**src/rtl/addr_walker.sv**
```systemverilog
module addr_walker #(
  parameter int AW = 16
) (
  input  logic          clk,
  input  logic          rst_n,
  input  logic          purge,
  input  logic          load,
  input  logic          rewind,
  input  logic [AW-1:0] value,
  output logic [AW-1:0] addr
);

  localparam logic [AW-1:0] ZERO = '0;

  logic [AW-1:0] cur_q, slot_q;
  logic [AW-1:0] cur_d, slot_d;
  logic [AW-1:0] stepped;
  logic          slot_full;

  assign stepped   = cur_q + value;
  assign slot_full = (slot_q != ZERO);
  assign addr      = cur_q;

  always_comb begin
    cur_d  = stepped;
    slot_d = slot_q;
    if (purge) begin
      cur_d  = ZERO;
      slot_d = ZERO;
    end else if (load) begin
      cur_d = value;
    end else if (rewind) begin
      if (slot_full) begin
        cur_d  = slot_q;
        slot_d = ZERO;
      end else begin
        slot_d = cur_q;
      end
    end
  end

  always_ff @(posedge clk or negedge rst_n) begin
    if (!rst_n) begin
      cur_q  <= ZERO;
      slot_q <= ZERO;
    end else begin
      cur_q  <= cur_d;
      slot_q <= slot_d;
    end
  end

  p_purge_clear_r2: assert property (@(posedge clk) disable iff (!rst_n)
    purge |=> (addr == ZERO) && (slot_q == ZERO));

  p_load_takes_value_r3: assert property (@(posedge clk) disable iff (!rst_n)
    (!purge && load) |=> addr == $past(value));

  p_step_adds_r4: assert property (@(posedge clk) disable iff (!rst_n)
    (!purge && !load && !rewind) |=> addr == AW'($past(addr) + $past(value)));

  p_record_r5: assert property (@(posedge clk) disable iff (!rst_n)
    (!purge && !load && rewind && slot_q == ZERO)
      |=> (slot_q == $past(addr)) && (addr == AW'($past(addr) + $past(value))));

  p_restore_r6: assert property (@(posedge clk) disable iff (!rst_n)
    (!purge && !load && rewind && slot_q != ZERO)
      |=> (addr == $past(slot_q)) && (slot_q == ZERO));

  p_load_keeps_slot_r7: assert property (@(posedge clk) disable iff (!rst_n)
    (!purge && load) |=> $stable(slot_q));

endmodule

```
**config.mk**
```make
export PLATFORM = sky130hd
export DESIGN_NAME = addr_walker
export DESIGN_NICKNAME = d
export VERILOG_FILES = /design/src/rtl/addr_walker.sv
export SDC_FILE = /design/constraint.sdc
export NUM_CORES = 1
export LEC_CHECK = 0
export CORE_MARGIN = 2
export CORE_UTILIZATION = 54
export DETAILED_ROUTE_END_ITERATION = 6
export PLACE_DENSITY = 0.81
export SLEW_MARGIN = 20
export SYNTH_ARGS = -nofsm -noshare
export SYNTH_HDL_FRONTEND = slang
export SYNTH_SLANG_ARGS = --single-unit
```
**constraint.sdc**
```tcl
create_clock -name clk -period 7.2 [get_ports clk]
set_clock_uncertainty 0.15 [all_clocks]
set_input_delay 0.72 -clock clk [delete_from_list [all_inputs] [get_ports clk]]
set_output_delay 0.72 -clock clk [all_outputs]
set_load 0.03 [all_outputs]
```
==> results.ini <==
[clock_tree]
clock_path_buffers = 2
h-tree-depth = 2
cts_tree = built
cts_resized = 0
clock_latency_ps = 290
root_buffer = clkbuf_8
hold_buffers = 0
cts.sinks = 32
cts_setup_buffers = 0
clk_pin_slew_worst_paths_ps = 70
cts_buffers = 5

[detailed_routing]
drt_iter0_drc = 195
wl_met2_um = 2670
wirelength_um = 5633
vias = 2002
wl_met3_um = 389
firstDrtPassIters = 4
wl_met1_um = 2450
vias_per_cell = 6.376
top_layer_used = met4
drc = 0
wire_per_inst_um = 17.94
antenna_left = 0

[floorplan]
core_um2 = 3716
die_w_um = 66.54
start_util = 0.5684
io_pins = 37
die_y_um = 66.54
dieArea_um2 = 4428
rows = 22

[setup_path]
cp_top_family = compound AO/OA/AOI/OAI gates
arrival_ps = 3280
criticalPathCategory = in -> reg
required_ps = 7240
crit_path_end_kind = flop
crit_chain = clkdlybuf4s50_1 -> ha_1 -> inv_1 -> fa_1 -> nor2b_1 -> o31a_2 -> nor3_1 -> o21ai_0 -> a311oi_1 -> a41o_1 -> a211oi_1
critPathMaxFanout = 4
crit_slowest_cell = clkdlybuf4s50_1
cp_slowest_stage_delay_ps = 480
start_kind = primary input
crit_buf_inv = 2

[synth]
syn_nets = 268
synth.top_cell.area_share = 0.3791
synth_most_common_cell = dfrtp_1
synthCells = 231
synth-seq-area-share = 0.3791
yosys-top-cells-count = dfrtp_1, nand2_1, nor2_1, a21oi_1
ys_ff_latch = 32
yosysUniqueCellTypes = 44
synthArstFlopShare = 1.000
synth_flop_cell = dfrtp_1
synth_edf_count = 0
synth.avg_cell_area_um2 = 9.143
syn_area_um2 = 2112
synth_warnings = 0
synthTopCellsByArea = dfrtp_1, ha_1, a22o_1
yosysTopAreaCell = dfrtp_1

[layout]
nNetsFinal = 302
final_cells = 314
syn_to_final_growth_pct = 24.29
final_util = 0.7064
antenna_cells = 0
layout-drive-gt1-share = 0.06391

[timing]
period_minus_slack_ps = 3238
maxClockFrequency_mhz = 308.9
tns_ps = 0
worstMarginPinSlew_ps = 1128
finalSetupViolCount = 0
finalWorstSetupSlack_ps = 3962
slew_violations = 0
rsz0062_at_grt = false
max_slew_margin = 0.2453
post-route-period-util = 0.4497
hold_viol = 0

[place]
dp.cells = 306
gp_congestion = 0.9168
pre_cts_ws_ps = 3653
port_buffers = 36
place_hpwl_um = 4053

[power]
total_power_uw = 668.3
p_leak_nw = 1.190
powerDensity_nw_per_um2 = 254.6
vdd_ir_drop_max_v = 0.0001081

[hold_path]
hold_path_class = reg -> reg

[global_route]
grt_max_degree = 33
overflow = 0
grt_pass1_vias = 1859
antenna_found_initial = 0
grt_pass1_wl_um = 9032
track_usage = 0.2739

[run]
max-cap-violations = 0

[outcome]
status = finished clean

## final cells by class
| class | instances | area, µm² |
|---|---|---|
| clock inverters | 1 | 30.03 |
| repair buffers | 37 | 367.9 |
| well taps | 48 | 60.06 |
| multi-input cells | 182 | 1244 |
| clock buffers | 7 | 96.34 |
| inverters | 7 | 26.28 |
| flip-flops and latches | 32 | 800.8 |
| fillers | 286 | 1091 |
## final timing paths
| check | from | end | slack [ps] | depth (start not counted) |
|---|---|---|---|---|
| min in group asynchronous | rst_n | addr[2] | 680 | 2 |
| max in group asynchronous | rst_n | addr[4] | 5930 | 2 |
| worst max register to register | addr[0] | addr[14] | 4490 | 10 |
| worst min-delay path | slot_q[13] | slot_q[13] | 390 | 1 |
| worst min register to register | slot_q[13] | slot_q[13] | 390 | 1 |
| worst max-delay path | value[0] | addr[14] | 3960 | 11 |
## power by group
part / internal (mW) / switching (mW) / leakage [nW]
combinational: 0.109 / 0.151 / 0.697
sequential: 0.198 / 0.0186 / 0.428
clock: 0.122 / 0.0699 / 0.0645
total: 0.429 / 0.239 / 1.19
## cells in the final DEF, fill, tap and decap left out, types with 4 or more instances in the layout
master,synthesis,final
xnor2_1,9,9
inv_1,7,7
a22o_1,16,16
nand3_1,4,4
a21o_1,4,4
dfrtp_1,32,32
nand2_1,23,23
o21ai_0,16,16
nor2_1,22,22
clkbuf_8,0,7
o21a_1,4,4
clkdlybuf4s50_1,0,36
ha_1,15,15
nor4_1,4,4
a211oi_1,5,5
a21oi_1,21,20
## flip-flops by register name, summed over array words and instances (netlist names)
signal / cells
slot_q: 16
addr: 16
## through the flow
step,hold slack [ps],area [µm²]
6_report,387.9,2625
5_1_grt,396.6,2625
4_1_cts,387.0,2625
3_5_place_dp,372.2,2499
3_3_place_gp,368.6,2495
2_1_floorplan,274.4,2112
## cells by family (layout without fill, tap and decap cells)
| logic type | after synthesis | in the layout | synth area share |
|---|---|---|---|
| buffers and inverters | 17 | 52 | 0.03377 |
| xor gates and xnor gates | 9 | 9 | 0.03732 |
| DFF | 32 | 32 | 0.3791 |
| AOI/OAI and AO/OA | 89 | 89 | 0.2998 |
| muxes | 1 | 1 | 0.005331 |
| adders and majority gates | 16 | 16 | 0.09834 |
| and+or+nand+nor | 67 | 67 | 0.1463 |
## metal layers
metal | up-vias | track usage
li1 | 941 | -
met1 | 951 | 0.3783
met2 | 97 | 0.4300
met3 | 13 | 0.04730
met4 | 0 | 0.09949
met5 | - | 0
Power figures use the tool's default switching activity.
